### src/rtl/spi_dbuf_pkg.sv
package spi_dbuf_pkg;

  localparam logic [1:0] A_CTRL = 2'd0;
  localparam logic [1:0] A_STAT = 2'd1;
  localparam logic [1:0] A_DATA = 2'd2;

  localparam int CTRL_W = 6;
  localparam int STAT_W = 4;

  // Packed so that en lands on bit 0 and err_ie on bit 5.
  typedef struct packed {
    logic err_ie;
    logic rx_ie;
    logic tx_ie;
    logic cpha;
    logic cpol;
    logic en;
  } ctrl_t;

  localparam int ST_TXE  = 0;
  localparam int ST_RXF  = 1;
  localparam int ST_OVR  = 2;
  localparam int ST_FLT  = 3;

endpackage

### src/rtl/spi_half_tick.sv
module spi_half_tick #(
  parameter int DIV_HALF = 2
) (
  input  logic clk,
  input  logic rst_n,
  input  logic run,
  output logic tick
);
  localparam int CW = $clog2(DIV_HALF) + 1;
  localparam logic [CW-1:0] TOP = CW'(DIV_HALF - 1);

  logic [CW-1:0] cnt_q;

  always_ff @(posedge clk or negedge rst_n) begin
    if (!rst_n)          cnt_q <= TOP;
    else if (!run)       cnt_q <= TOP;
    else if (cnt_q == '0) cnt_q <= TOP;
    else                 cnt_q <= cnt_q - 1'b1;
  end

  assign tick = run && (cnt_q == '0);
endmodule

### src/rtl/spi_shift_engine.sv
module spi_shift_engine #(
  parameter int DATA_W = 8
) (
  input  logic              clk,
  input  logic              rst_n,
  input  logic              en,
  input  logic              cpha,
  input  logic              load,
  input  logic [DATA_W-1:0] load_data,
  input  logic              tick,
  input  logic              miso,
  output logic              busy,
  output logic              last_edge,
  output logic              phase,
  output logic              mosi,
  output logic [DATA_W-1:0] rx_byte
);
  localparam int EDGES = 2 * DATA_W;
  localparam int EW    = $clog2(EDGES);
  localparam logic [EW-1:0] LAST = EW'(EDGES - 1);

  logic [EW-1:0]     ecnt_q;
  logic [DATA_W-1:0] tx_sh_q, rx_sh_q;
  logic              busy_q, phase_q, mosi_q;
  logic              edge_now, launch, sample;

  assign edge_now  = en && busy_q && tick;
  assign last_edge = edge_now && (ecnt_q == LAST);
  // Phase 1 launches on even edges; phase 0 launches on odd edges, bar the final one.
  assign launch = cpha ? !ecnt_q[0] : (ecnt_q[0] && (ecnt_q != LAST));
  assign sample = cpha ?  ecnt_q[0] : !ecnt_q[0];

  always_ff @(posedge clk or negedge rst_n) begin
    if (!rst_n) begin
      busy_q  <= 1'b0;
      phase_q <= 1'b0;
      mosi_q  <= 1'b0;
      ecnt_q  <= '0;
      tx_sh_q <= '0;
      rx_sh_q <= '0;
    end else if (!en) begin
      busy_q  <= 1'b0;
      phase_q <= 1'b0;
      ecnt_q  <= '0;
    end else if (load) begin
      busy_q  <= 1'b1;
      phase_q <= 1'b0;
      ecnt_q  <= '0;
      if (cpha) begin
        tx_sh_q <= load_data;
      end else begin
        mosi_q  <= load_data[DATA_W-1];
        tx_sh_q <= load_data << 1;
      end
    end else if (edge_now) begin
      phase_q <= !phase_q;
      ecnt_q  <= ecnt_q + 1'b1;
      if (ecnt_q == LAST) busy_q <= 1'b0;
      if (launch) begin
        mosi_q  <= tx_sh_q[DATA_W-1];
        tx_sh_q <= tx_sh_q << 1;
      end
      if (sample) rx_sh_q <= {rx_sh_q[DATA_W-2:0], miso};
    end
  end

  // With phase 1 the final sample falls on the final edge itself.
  assign rx_byte = cpha ? {rx_sh_q[DATA_W-2:0], miso} : rx_sh_q;
  assign busy    = busy_q;
  assign phase   = phase_q;
  assign mosi    = mosi_q;
endmodule

### src/rtl/spi_irq_gate.sv
module spi_irq_gate (
  input  logic tx_empty,
  input  logic rx_full,
  input  logic ovr,
  input  logic fault,
  input  logic tx_ie,
  input  logic rx_ie,
  input  logic err_ie,
  output logic irq_tx,
  output logic irq_rxerr
);
  assign irq_tx    = tx_empty && tx_ie;
  assign irq_rxerr = (rx_full && rx_ie) || ((ovr || fault) && err_ie);
endmodule

### src/rtl/spi_dbuf_master.sv
module spi_dbuf_master
  import spi_dbuf_pkg::*;
#(
  parameter int DATA_W   = 8,
  parameter int DIV_HALF = 2
) (
  input  logic              clk,
  input  logic              rst_n,
  input  logic              wr_en,
  input  logic              rd_en,
  input  logic [1:0]        addr,
  input  logic [DATA_W-1:0] wdata,
  output logic [DATA_W-1:0] rdata,
  output logic              sck,
  output logic              mosi,
  input  logic              miso,
  input  logic              bus_fault,
  output logic              irq_tx,
  output logic              irq_rxerr
);
  ctrl_t             ctl_q;
  logic [DATA_W-1:0] hold_q, rx_q, rx_byte;
  logic              hold_full, rx_full, ovr, flt;
  logic              busy, last_edge, phase, tick;
  logic              tx_empty, tx_load;
  logic              wr_ctl, wr_stat, wr_data, rd_data;

  assign wr_ctl   = wr_en && (addr == A_CTRL);
  assign wr_stat  = wr_en && (addr == A_STAT);
  assign wr_data  = wr_en && (addr == A_DATA);
  assign rd_data  = rd_en && (addr == A_DATA);
  assign tx_empty = ctl_q.en && !hold_full;
  assign tx_load  = ctl_q.en && hold_full && (!busy || last_edge);

  spi_half_tick #(.DIV_HALF(DIV_HALF)) u_tick (
    .clk(clk), .rst_n(rst_n), .run(busy), .tick(tick)
  );

  spi_shift_engine #(.DATA_W(DATA_W)) u_shift (
    .clk(clk), .rst_n(rst_n), .en(ctl_q.en), .cpha(ctl_q.cpha),
    .load(tx_load), .load_data(hold_q), .tick(tick), .miso(miso),
    .busy(busy), .last_edge(last_edge), .phase(phase), .mosi(mosi),
    .rx_byte(rx_byte)
  );

  spi_irq_gate u_irq (
    .tx_empty(tx_empty), .rx_full(rx_full), .ovr(ovr), .fault(flt),
    .tx_ie(ctl_q.tx_ie), .rx_ie(ctl_q.rx_ie), .err_ie(ctl_q.err_ie),
    .irq_tx(irq_tx), .irq_rxerr(irq_rxerr)
  );

  always_ff @(posedge clk or negedge rst_n) begin
    if (!rst_n) ctl_q <= '0;
    else if (wr_ctl) ctl_q <= ctrl_t'(wdata[CTRL_W-1:0]);
  end

  // Transmit holding register.
  always_ff @(posedge clk or negedge rst_n) begin
    if (!rst_n) begin
      hold_q    <= '0;
      hold_full <= 1'b0;
    end else if (!ctl_q.en) begin
      hold_full <= 1'b0;
    end else begin
      if (tx_load) hold_full <= 1'b0;
      if (wr_data && tx_empty) begin
        hold_q    <= wdata;
        hold_full <= 1'b1;
      end
    end
  end

  // Receive register and error flags.
  always_ff @(posedge clk or negedge rst_n) begin
    if (!rst_n) begin
      rx_q    <= '0;
      rx_full <= 1'b0;
      ovr     <= 1'b0;
      flt     <= 1'b0;
    end else if (!ctl_q.en) begin
      rx_full <= 1'b0;
      ovr     <= 1'b0;
      flt     <= 1'b0;
    end else begin
      if (last_edge) begin
        if (rx_full && !rd_data) begin
          ovr <= 1'b1;
        end else begin
          rx_q    <= rx_byte;
          rx_full <= 1'b1;
        end
      end else if (rd_data) begin
        rx_full <= 1'b0;
      end
      if (wr_stat && wdata[ST_OVR] && !(last_edge && rx_full && !rd_data)) ovr <= 1'b0;
      if (bus_fault)                        flt <= 1'b1;
      else if (wr_stat && wdata[ST_FLT])    flt <= 1'b0;
    end
  end

  always_comb begin
    rdata = '0;
    unique case (addr)
      A_CTRL:  rdata[CTRL_W-1:0] = ctl_q;
      A_STAT:  rdata[STAT_W-1:0] = {flt, ovr, rx_full, tx_empty};
      A_DATA:  rdata = rx_q;
      default: rdata = '0;
    endcase
  end

  assign sck = phase ^ ctl_q.cpol;
endmodule

### config.mk
export PLATFORM = sky130hd
export DESIGN_NAME = spi_dbuf_master
export DESIGN_NICKNAME = d
export VERILOG_FILES = /design/src/rtl/spi_dbuf_pkg.sv /design/src/rtl/spi_half_tick.sv /design/src/rtl/spi_shift_engine.sv /design/src/rtl/spi_irq_gate.sv /design/src/rtl/spi_dbuf_master.sv
export SDC_FILE = /design/constraint.sdc
export NUM_CORES = 1
export LEC_CHECK = 0
export ABC_CLOCK_PERIOD_IN_PS = 2400
export BUFFER_PORTS_ARGS = -buffer_cell sky130_fd_sc_hd__buf_2
export CELL_PAD_IN_SITES_DETAIL_PLACEMENT = 2
export CELL_PAD_IN_SITES_GLOBAL_PLACEMENT = 2
export CORE_MARGIN = 10
export CORE_UTILIZATION = 39
export CTS_CLUSTER_SIZE = 14
export DETAILED_ROUTE_END_ITERATION = 7
export PLACE_DENSITY = 0.81
export SLEW_MARGIN = 20
export SYNTH_ARGS = -nofsm -noshare
export SYNTH_HDL_FRONTEND = slang
export SYNTH_SLANG_ARGS = --single-unit
### constraint.sdc
create_clock -name clk -period 2.4 [get_ports clk]
set_clock_uncertainty 0.05 [all_clocks]
set_input_delay 0.48 -clock clk [delete_from_list [all_inputs] [get_ports clk]]
set_output_delay 0.48 -clock clk [all_outputs]
set_load 0.01 [all_outputs]
==> impl_metrics.ini <==
[synthesis]
synth_compound_area_share_pct = 6.67
yosys.area_share.simple_pct = 14.5
synth_edf_count = 0
synthMuxAreaShare_pct = 23.2
syn_nets = 228
syn-cell-area_mm2 = 0.00253
postSynthAreaPerCell_um2 = 12.0
synth_top_cell_by_area = dfrtp_1
synth_cells = 211
synth_adder_area_share_pct = 0.494
synth_top_family_by_area = multiplexers
yosys_warnings = 0
ys_seq_elements = 51
synth_xor_area_share_pct = 2.08
synth_area_leaders = dfrtp_1 49%, mux2i_1 14%, mux2_2 9.3%
yosys-top-cells-count = 50 x dfrtp_1, 35 x mux2i_1, 21 x mux2_2, 17 x nor2_1, 15 x nand2_1
yosysUniqueCellTypes = 38
async_reset_ff_share_pct = 100
ys.flop_type = dfrtp_1
synth.top_cell.area_share_pct = 49.4
yosysSeqAreaShare_pct = 50.5
yosysMostFrequentCell = dfrtp_1

[die]
die_area_mm2 = 0.0101
start_util_pct = 40.1
ios = 28
die_x_um = 101
fp-row-count = 29
core_area_mm2 = 0.00631
die_h_um = 101

[cells_and_area]
nNetsFinal = 258
syn2layout_area_growth_pct = 14.0
drive_above_1_share_pct = 29.8
n_antenna_cell = 0

[setup_path]
worstReg2RegStart = u_shift.ecnt_q[0]$_DFFE_PN0P_
cp.arrival_ns = 1.58
cp-end-kind = primary output
required_ns = 1.87
path_class = register to primary output
path_max_fanout = 10
reg2reg_depth = 5
start_kind = register
cp-startpoint = ctl_q[0]$_DFFE_PN0P_
reg2reg_slack_ns = 0.36
r2r-end = u_shift.rx_sh_q[6]$_DFFE_PN0P_

[timing]
slew_headroom_pct = 54.5
tightest_slew_ns = 0.682
maxSlewViolCount = 0
fmax_mhz = 474
post-route-period-util_pct = 87.9
finalHoldViolCount = 0
finalCriticalPeriod_ns = 2.11
tns_ns = 0
rsz0062_at_grt = false
finalSetupViolCount = 0

[drt]
viasPerCell = 5.46
via_count = 1741
antenna_left = 0
wire_per_inst_um = 20.2
first_pass_iters = 4
drc = 0
wirelength_um = 6450
drtIter0Drc = 37

[cts]
clock_path_buffers = 2
cts_tree = done
cts_setup_buffers = 0
numCtsBuffers = 5
numClockSinks = 51
path_clk_slew_ns = 0.11
cts_hold_buffers = 0
root_buffer = clkbuf_8
clock_latency_ns = 0.31
cts_resized = 0
htree_levels = 2

[grt]
grt-ovfl-total = 0
grt_pass1_vias = 2047
grt_max_degree = 52
grt_first_pass_wirelength_um = 10800
grt_use_total_pct = 13.3
antenna_found_initial = 0

[status]
status = completed

[placed_design]
io_buffers = 27
place_congestion = 0.751
place.detailed.hpwl_um = 4570

[pwr]
power_density_mw_per_mm2 = 767
irDropWorstVdd_v = 0.000399
p_total_mw = 2.22
p_leak_nw = 1.32

[flow_run]
cap_viol_max_count = 0

[worst_hold_path]
hold_path.class = input port to async pin
## metal layers
layer / wire length (µm) / part of all wire (%) / vias to the layer above / track usage, %
li1: - / - / 812 / -
met1: 2910 / 45 / 902 / 15.9
met2: 3290 / 51 / 21 / 23.6
met3: 196 / 3.0 / 6 / 3.22
met4: 56 / 0.87 / 0 / 2.93
met5: 0 / 0 / - / 0
## sequential cells by signal, indices dropped and copies added, names as in the netlist, 2 cells and up
| name | count |
|---|---|
| hold_q | 8 |
| rx_q | 8 |
| u_shift.rx_sh_q | 8 |
| u_shift.tx_sh_q | 8 |
| ctl_q | 6 |
| u_shift.ecnt_q | 4 |
| u_tick.cnt_q | 2 |
## power breakdown
group	internal [mW]	switching, mW
clock	0.416	0.310
sequential	0.986	0.111
combinational	0.193	0.199
## cells in the final DEF, fill, tap and decap left out, types with 2 or more instances in the layout
master,count
a21oi_1,11
and2_1,2
and3_1,3
buf_2,27
buf_4,5
bufinv_16,2
clkbuf_8,5
dfrtp_1,50
inv_1,2
mux2_2,21
mux2i_1,35
nand2_1,15
nand3_1,4
nand3b_1,2
nand4b_1,3
nor2_1,17
nor2b_1,4
o21ai_0,8
xnor2_1,2
xor2_1,4
## cell type report
class | count | area (µm²)
well taps | 77 | 96.3
clock buffers | 5 | 68.8
fillers | 664 | 3430
multi-input cells | 149 | 1200
inverters | 2 | 7.51
flip-flops and latches | 51 | 1280
repair buffers | 32 | 173
clock inverters | 3 | 67.6
## critical path, cell delays in order (launching register included)
cell and delay, ns:
dfrtp_1 0.60, inv_1 0.12, o32ai_1 0.35, buf_2 0.20
## cell families after synthesis
group                    Yosys count
XOR/XNOR                           6
AND/OR/NAND/NOR                   60
buffers and inverters             11
multiplexers                      56
flip-flops                        51
AO/OA/AOI/OAI                     26
adder cells (fa/ha/maj)            1
## through the flow
step	std cells	instance area [µm²]	util [%]	setup WS (ns)	hold slack [ns]
after floorplan	211	2530	-	0.646	0.134
after global placement	311	2750	43.6	0.367	0.408
after CTS	319	2890	45.7	0.267	0.249
after global routing	319	2890	45.7	0.218	0.259
after detailed placement	311	2750	43.6	0.347	0.409
final	319	2890	45.7	0.291	0.216
## worst max-delay path by stage
| stage | to | slack [ns] | cells past startpoint |
|---|---|---|---|
| after floorplan | u_shift.rx_sh_q[0]$_DFFE_PN0P_ | 0.65 | 5 |
| after global placement | hold_q[0]$_DFFE_PN0P_ | 0.37 | 4 |
| after detailed placement | hold_q[7]$_DFFE_PN0P_ | 0.35 | 4 |
| after CTS | rdata[0] | 0.27 | 3 |
| after global routing | rdata[0] | 0.22 | 3 |
| final | rdata[0] | 0.29 | 3 |
No activity file was read; power rests on OpenSTA's default activity.
